`src/rtl/sclk_div_pkg.sv`:
```
package sclk_div_pkg;

    // Divider path chosen for one transfer
    typedef enum logic {
        PATH_POW2 = 1'b0,
        PATH_LIN  = 1'b1
    } path_e;

    // Half-period width needed for a power-of-two exponent of exp_w bits and a linear field of lin_w bits
    function automatic int half_width(input int exp_w, input int lin_w);
        int pw;
        pw = (1 << exp_w) + 1;
        return (pw > lin_w + 1) ? pw : lin_w + 1;
    endfunction

endpackage

```
`src/rtl/sclk_path_pow2.sv`:
```
module sclk_path_pow2 #(
    parameter int EXP_W  = 3,
    parameter int HALF_W = 9
) (
    input  logic [EXP_W-1:0]  exp_i,
    output logic [HALF_W-1:0] half_o
);
    // Full division is 2^(E+2), so a half period is 2^(E+1) source cycles
    logic [EXP_W:0] shamt;

    always_comb begin
        shamt  = {1'b0, exp_i} + {{EXP_W{1'b0}}, 1'b1};
        half_o = HALF_W'(1) << shamt;
    end
endmodule

```
`src/rtl/sclk_path_lin.sv`:
```
module sclk_path_lin #(
    parameter int LIN_W  = 8,
    parameter int HALF_W = 9
) (
    input  logic [LIN_W-1:0]  n_i,
    output logic [HALF_W-1:0] half_o
);
    // Full division is 2*(N+1), so a half period is N+1 source cycles
    always_comb begin
        half_o = HALF_W'(n_i) + HALF_W'(1);
    end
endmodule

```
`src/rtl/sclk_path_sel.sv`:
```
module sclk_path_sel
    import sclk_div_pkg::*;
#(
    parameter int EXP_W  = 3,
    parameter int LIN_W  = 8,
    parameter int HALF_W = 9
) (
    input  logic [EXP_W-1:0]  exp_i,
    input  logic [LIN_W-1:0]  n_i,
    input  path_e             path_i,
    output logic [HALF_W-1:0] half_o
);
    logic [HALF_W-1:0] half_pow2;
    logic [HALF_W-1:0] half_lin;

    sclk_path_pow2 #(.EXP_W(EXP_W), .HALF_W(HALF_W)) u_pow2 (
        .exp_i  (exp_i),
        .half_o (half_pow2)
    );

    sclk_path_lin #(.LIN_W(LIN_W), .HALF_W(HALF_W)) u_lin (
        .n_i    (n_i),
        .half_o (half_lin)
    );

    always_comb begin
        half_o = (path_i == PATH_LIN) ? half_lin : half_pow2;
    end
endmodule

```
`src/rtl/sclk_dual_div.sv`:
```
module sclk_dual_div
    import sclk_div_pkg::*;
#(
    parameter int EXP_W = 3,
    parameter int LIN_W = 8
) (
    input  logic             clk,
    input  logic             rst_n,
    input  logic             xfer_en,
    input  logic             cpol,
    input  logic [EXP_W-1:0] pow2_exp,
    input  logic [LIN_W-1:0] lin_div,
    input  logic             lin_sel,
    output logic             sclk,
    output logic             sclk_tick
);
    localparam int HALF_W = half_width(EXP_W, LIN_W);

    typedef struct packed {
        logic              run;
        logic [HALF_W-1:0] cnt;
        logic [HALF_W-1:0] half;
        logic              sclk;
        logic              tick;
    } div_state_t;

    div_state_t st_d, st_q;
    logic [HALF_W-1:0] half_cfg;
    logic [HALF_W-1:0] cnt_inc;
    path_e             path_cfg;

    assign path_cfg = lin_sel ? PATH_LIN : PATH_POW2;

    sclk_path_sel #(.EXP_W(EXP_W), .LIN_W(LIN_W), .HALF_W(HALF_W)) u_sel (
        .exp_i  (pow2_exp),
        .n_i    (lin_div),
        .path_i (path_cfg),
        .half_o (half_cfg)
    );

    always_comb begin
        st_d      = st_q;
        st_d.tick = 1'b0;
        cnt_inc   = st_q.cnt + HALF_W'(1);
        if (!xfer_en) begin
            // Idle: track configuration, rest at polarity
            st_d.run  = 1'b0;
            st_d.cnt  = '0;
            st_d.half = half_cfg;
            st_d.sclk = cpol;
        end else if (!st_q.run) begin
            // Start edge: freeze divisor, restart counter
            st_d.run  = 1'b1;
            st_d.cnt  = '0;
            st_d.half = half_cfg;
        end else if (cnt_inc == st_q.half) begin
            st_d.cnt  = '0;
            st_d.tick = 1'b1;
            st_d.sclk = ~st_q.sclk;
        end else begin
            st_d.cnt  = cnt_inc;
        end
    end

    always_ff @(posedge clk or negedge rst_n) begin
        if (!rst_n) begin
            st_q      <= '0;
            st_q.half <= HALF_W'(1);
        end else begin
            st_q      <= st_d;
        end
    end

    assign sclk      = st_q.sclk;
    assign sclk_tick = st_q.tick;
endmodule

```
`config.mk`:
```
export PLATFORM = sky130hd
export DESIGN_NAME = sclk_dual_div
export DESIGN_NICKNAME = d
export VERILOG_FILES = /design/src/rtl/sclk_div_pkg.sv /design/src/rtl/sclk_path_pow2.sv /design/src/rtl/sclk_path_lin.sv /design/src/rtl/sclk_path_sel.sv /design/src/rtl/sclk_dual_div.sv
export SDC_FILE = /design/constraint.sdc
export NUM_CORES = 1
export LEC_CHECK = 0
export ABC_CLOCK_PERIOD_IN_PS = 1900
export CAP_MARGIN = 25
export CORE_ASPECT_RATIO = 0.5
export CORE_UTILIZATION = 51
export CTS_CLUSTER_DIAMETER = 60
export CTS_CLUSTER_SIZE = 8
export DETAILED_ROUTE_END_ITERATION = 8
export GPL_ROUTABILITY_DRIVEN = 0
export PLACE_DENSITY = 0.81
export SYNTH_ARGS = -nofsm -noshare
export SYNTH_HDL_FRONTEND = slang
export SYNTH_HIERARCHICAL = 1
export SYNTH_SLANG_ARGS = --single-unit
```
`constraint.sdc`:
```
create_clock -name clk -period 1.9 [get_ports clk]
set_clock_uncertainty 0.05 [all_clocks]
set_input_delay 0.475 -clock clk [delete_from_list [all_inputs] [get_ports clk]]
set_output_delay 0.475 -clock clk [all_outputs]
set_load 0.005 [all_outputs]
```
==> results.ini, run 1 <==
[critical_path]
critPathMaxFanout = 2
cp_common_cell = nand3_2
crit_buf_inv = 0
crit_path_end_kind = flop
path_delay_family = simple AND/OR/NAND/NOR gates
required_ps = 2050
crit_chain = ha_4 > xnor2_2 > nand3_2 > a311oi_2 > nand3_2 > nor4_4 > mux2i_1
crit_slowest_cell = dfrtp_2
crit_path_start = st_q[11]
max_stage_delay_ps = 430
worstPathArrival_ps = 2090
reg2reg_from = st_q[11]
critPathKind = reg2reg
start_kind = flop

[drt]
drt-pass1-iter-count = 4
routed_wl_microns = 4100
viasPerCell = 5.85
first_iter_violations = 167
wl_per_cell_microns = 16.5
antenna_left = 0
drc = 0
num_vias = 1457

[sta]
period_share = 1.02
max_freq_mhz = 514
setup_viol = 10
final_max_slew_viol_count = 0
hold_viol = 0
layout_setup_ws_ps = -47.0
finalCriticalPeriod_ps = 1950
grt_setup_unrepaired = yes
tns_ps = -300

[global_routing]
antenna_found_initial = 0
grt.overflow.total = 0
grt_max_degree = 22
grt_pass1_vias = 1436
grt_pass1_wl_microns = 6760
track_usage = 0.270

[placement]
post-dp-hpwl_microns = 2820
numPortBuffers = 17

[final_layout]
fin_nets = 228
drive_gt1_frac = 0.402
area_growth_pct = 35.4
num_antenna_cells = 0
nFillCells = 190

[cts]
cts_sinks = 21
clkLatencyLatePin_ps = 270
cts_tree = yes
cts_buffers = 3
clkTransAtPathRegs_ps = 80
cts-root-buf = clkbuf_8
h-tree-depth = 1
clk_path_buf_depth = 2

[outcome]
status = finished with violations
violations = negative setup slack

[min_path]
hp-class = reg2reg
hp-start = sclk

[floorplanning]
fp.dieArea_sq_um = 3440
start_util = 0.538
die_w_microns = 82.0
pin_count = 18
core_region_area_sq_um = 3030
placementRows = 14
die_h_microns = 42.0

[yosys]
synth_cell_types = 50
yosys-top-cells-count = 20 x dfrtp_1, 17 x nor2_1, 12 x nand2_1
yosysMostFrequentCell = dfrtp_1
ys_seq_elements = 21
ys.flop_type = dfrtp_1
yosys_warnings = 6
async_flop_share = 1.00
netlist_area_sq_um = 1630
syn_inst = 163
syn_nets = 181
synth_edf_count = 0
synth_top_area_share = 0.307
synth-seq-area-share = 0.323
synth.area.top_cells = dfrtp_1 31%, mux2_4 8.3%, mux2_2 6.2%, xnor2_1 5.9%, nor2_1 3.9%
syn_avg_cell_area_sq_um = 10.0
yosysTopAreaCell = dfrtp_1

[run]
max_cap_viol_count = 0

[power_and_ir_drop]
max-vdd-ir-drop_v = 0.000287
total_leakage_power_uw = 0.000949
power_density_nw_per_um2 = 508
p_total_uw = 1120

metal layers:
metal	wire (microns)	track usage	vias to the layer above
met3	261	0.0630	14
met4	107	0.0807	0
li1	-	-	679
met1	1710	0.327	685
met2	2030	0.476	79
met5	0	0	-
cell families (layout without fill, tap and decap cells):
family	after synthesis	count (layout)	synth area share
AO/OA/AOI/OAI	20	20	0.0951
XOR/XNOR	19	19	0.110
adder cells (fa/ha/maj)	2	2	0.0153
buffers and inverters	10	55	0.0391
flip-flops	21	21	0.323
multiplexers	21	21	0.163
other	1	1	0.00230
AND/OR/NAND/NOR	69	70	0.252
flip-flops by register name (all words and copies together) (netlist names):
register	count
sclk	1
sclk_tick	1
st_q	19
cells in the final DEF (no fill, tap or decap), types with 2 or more instances in the layout:
cell | Yosys | layout
mux2_4 | 9 | 9
nand3_2 | 3 | 4
a211oi_1 | 2 | 2
clkdlybuf4s50_1 | 0 | 14
and3b_2 | 3 | 3
dlymetal6s2s_1 | 0 | 3
ha_4 | 0 | 2
nand2b_1 | 2 | 2
clkbuf_8 | 0 | 3
nor2_2 | 1 | 3
nand3_1 | 5 | 5
a31oi_1 | 2 | 2
nor3_1 | 6 | 4
inv_1 | 3 | 3
nand2_1 | 12 | 12
nor2_1 | 17 | 14
buf_4 | 2 | 30
dfrtp_2 | 0 | 2
nor3_2 | 0 | 2
a21oi_1 | 2 | 2
mux2i_1 | 3 | 3
or3_1 | 2 | 2
a21o_1 | 2 | 2
xor2_1 | 7 | 6
o21ai_0 | 2 | 2
xnor2_1 | 11 | 9
nor2b_1 | 2 | 2
mux2_2 | 9 | 9
nor3b_1 | 4 | 4
and3_1 | 3 | 3
dfrtp_1 | 20 | 18
xnor2_2 | 0 | 2
worst reg2reg max path: stages, from the launching register on:
cell	delay (ps)
dfrtp_2	430
ha_4	290
xnor2_2	110
nand3_2	120
a311oi_2	260
nand3_2	130
nor4_4	290
mux2i_1	210
stage by stage:
stage	setup slack [ps]	area (sq um)	util	cells	hold slack, ps
2_1_floorplan	12.7	1650	-	163	129
3_5_place_dp	-276	2040	0.672	241	440
4_1_cts	-21.3	2170	0.715	248	438
3_3_place_gp	-202	2040	0.672	241	412
5_1_grt	-137	2210	0.729	249	470
6_report	-47.0	2210	0.729	249	432
repair_timing:
action,in CTS,in global routing
cloned,1,0
hold buffers,0,0
setup buffers,2,1
setup endpoints to repair,10,13
pin swaps,8,4
resized for setup,10,8
area by class of cell:
type                       instances  area (sq um)  share of cell area
multi-input combinational        133          1150               0.519
sequential                        21           529               0.240
timing repair buffer              48           423               0.192
tap                               40          50.0              0.0227
clock buffer                       3          41.3              0.0187
inverter                           3          11.3             0.00510
clock inverter                     1          7.51             0.00340
final timing paths:
check | cells after the start | end | slack (ps)
worst max-delay path | 7 | sclk | -50
worst min register to register | 1 | sclk | 430
min in group asynchronous | 2 | st_q[19] | 500
max in group asynchronous | 2 | st_q[2] | 1020
worst max register to register | 7 | sclk | -50
worst min-delay path | 1 | sclk | 430
report_power, final:
part | switching [uW] | internal (uW) | total [uW]
logic | 128 | 174 | 302
clock network | 160 | 149 | 309
registers | 36.0 | 475 | 511
Power figures use the tool's default switching activity.
==> run 2: changes to the inputs <==
Settings changed: CORE_UTILIZATION 51 to 53, CTS_BUF_LIST set to sky130_fd_sc_hd__clkbuf_4 sky130_fd_sc_hd__clkbuf_8, PLACE_DENSITY 0.81 to 0.84.
==> results.ini, run 2 (synthesis results as in run 1) <==
[cts]
cts_buffers = 3
cts_hold_buf = 0
h-tree-depth = 1
cts_tree = yes
clk_path_buf_depth = 2
clkTransAtPathRegs_ps = 90
clkLatencyLatePin_ps = 280
cts_sinks = 21
cts-root-buf = clkbuf_8

[critical_path]
worstPathArrival_ps = 2270
crit_chain = ha_4 > nand3_1 > or3_1 > a21o_1 > o311ai_2 > o21ai_2 > buf_12 > nor2_1
critPathKind = reg2reg
max_stage_delay_ps = 450
required_ps = 2040
start_kind = flop
crit_buf_inv = 1
critPathMaxFanout = 9
path_delay_family = simple AND/OR/NAND/NOR gates
worst-r2r-setup-slack_ps = -230
crit_path_end_kind = flop
crit_slowest_cell = dfrtp_1

[final_layout]
regMostFlops = st_q
layout_commonest_cell = buf_4
final_util = 0.809
final_cell_mix = 29 x buf_4, 17 x dfrtp_1, 14 x nor2_1, 13 x clkdlybuf4s50_1, 12 x nand2_1
area_growth_pct = 36.3
nFillCells = 117
largest_reg_flops = 19
drive_gt1_frac = 0.431
final-seq-area_sq_um = 531
fin_nets = 228
num_antenna_cells = 0
multi_input_area_sq_um = 1150

[floorplanning]
fp.dieArea_sq_um = 3320
start_util = 0.594
die_w_microns = 80.5
pin_count = 18
placementRows = 13
core_region_area_sq_um = 2750
die_h_microns = 41.2

[drt]
antenna_left = 0
drc = 0
num_vias = 1695
drt-pass1-iter-count = 5
routed_wl_microns = 5690
wl_per_cell_microns = 23.1
first_iter_violations = 257
viasPerCell = 6.89

[power_and_ir_drop]
total_leakage_power_uw = 0.000957
power_density_nw_per_um2 = 533
max-vdd-ir-drop_v = 0.000365
p_total_uw = 1190

[sta]
hold_viol = 0
finalCriticalPeriod_ps = 2130
period_share = 1.12
final_max_slew_viol_count = 0
setup_viol = 11
max_freq_mhz = 470
grt_setup_unrepaired = yes
layout_setup_ws_ps = -228

[placement]
numPortBuffers = 17
post-dp-hpwl_microns = 2890

[global_routing]
grt_pass1_vias = 1407
grt_pass1_wl_microns = 7110
grt_max_degree = 22
grt.overflow.total = 0
track_usage = 0.309
antenna_found_initial = 0

[min_path]
hp-class = reg2reg

[run]
max_cap_viol_count = 0

[outcome]
status = finished with violations
violations = negative setup slack

## run 2: power breakdown
part | leakage [uW] | switching [uW] | internal, uW
registers | 0.000270 | 43.0 | 475
clock network | 0.0000217 | 185 | 149
logic | 0.000666 | 152 | 182
total | 0.000957 | 380 | 805
## run 2: per-stage QoR
step / instance area [sq um] / cells / hold slack, ps / TNS (ps) / worst slack, ps
after detailed placement: 2030 / 236 / 444 / -1740 / -270
after global routing: 2220 / 246 / 498 / -2470 / -313
after CTS: 2150 / 243 / 457 / -91.2 / -83.8
after global placement: 2030 / 236 / 414 / -1100 / -207
after floorplan: 1650 / 163 / 129 / 0 / 12.7
final: 2220 / 246 / 475 / -2090 / -228
## run 2: final cells by class
type | count | area share
inverters | 3 | 0.00506
clock buffers | 3 | 0.0186
flip-flops and latches | 21 | 0.238
clock inverters | 1 | 0.00337
well taps | 37 | 0.0208
multi-input cells | 133 | 0.517
repair buffers | 48 | 0.197
## run 2: worst reg2reg max path, delay by kind of cell (launching register included)
family          cells  cell delay, ps
simple gates        3             760
flops               1             450
compound gates      3             450
fa+ha+maj           1             190
buf+inv             1             150
## run 2: final timing paths
check | startpoint | end | cells after the start
hold reg to reg | sclk | sclk | 1
hold / removal | sclk | sclk | 1
setup / recovery | st_q[12] | st_q[12] | 8
setup reg to reg | st_q[12] | st_q[12] | 8
max in group asynchronous | rst_n | st_q[2] | 2
min in group asynchronous | rst_n | st_q[16] | 2
## run 2: layer usage
| layer | vias up | global-route usage | share of wire | routed length [microns] |
|---|---|---|---|---|
| li1 | 671 | - | - | - |
| met1 | 821 | 0.377 | 0.39 | 2210 |
| met2 | 158 | 0.540 | 0.45 | 2580 |
| met3 | 45 | 0.0844 | 0.11 | 604 |
| met4 | 0 | 0.134 | 0.052 | 297 |
| met5 | - | 0 | 0 | 0 |
## run 2: timing repair
action                                  4_1_cts  5_1_grt
cloned                                        0        1
setup buffers                                 3        2
pin swaps                                     8        8
endpoints found under the setup margin       10       14
resized for setup                            10       14
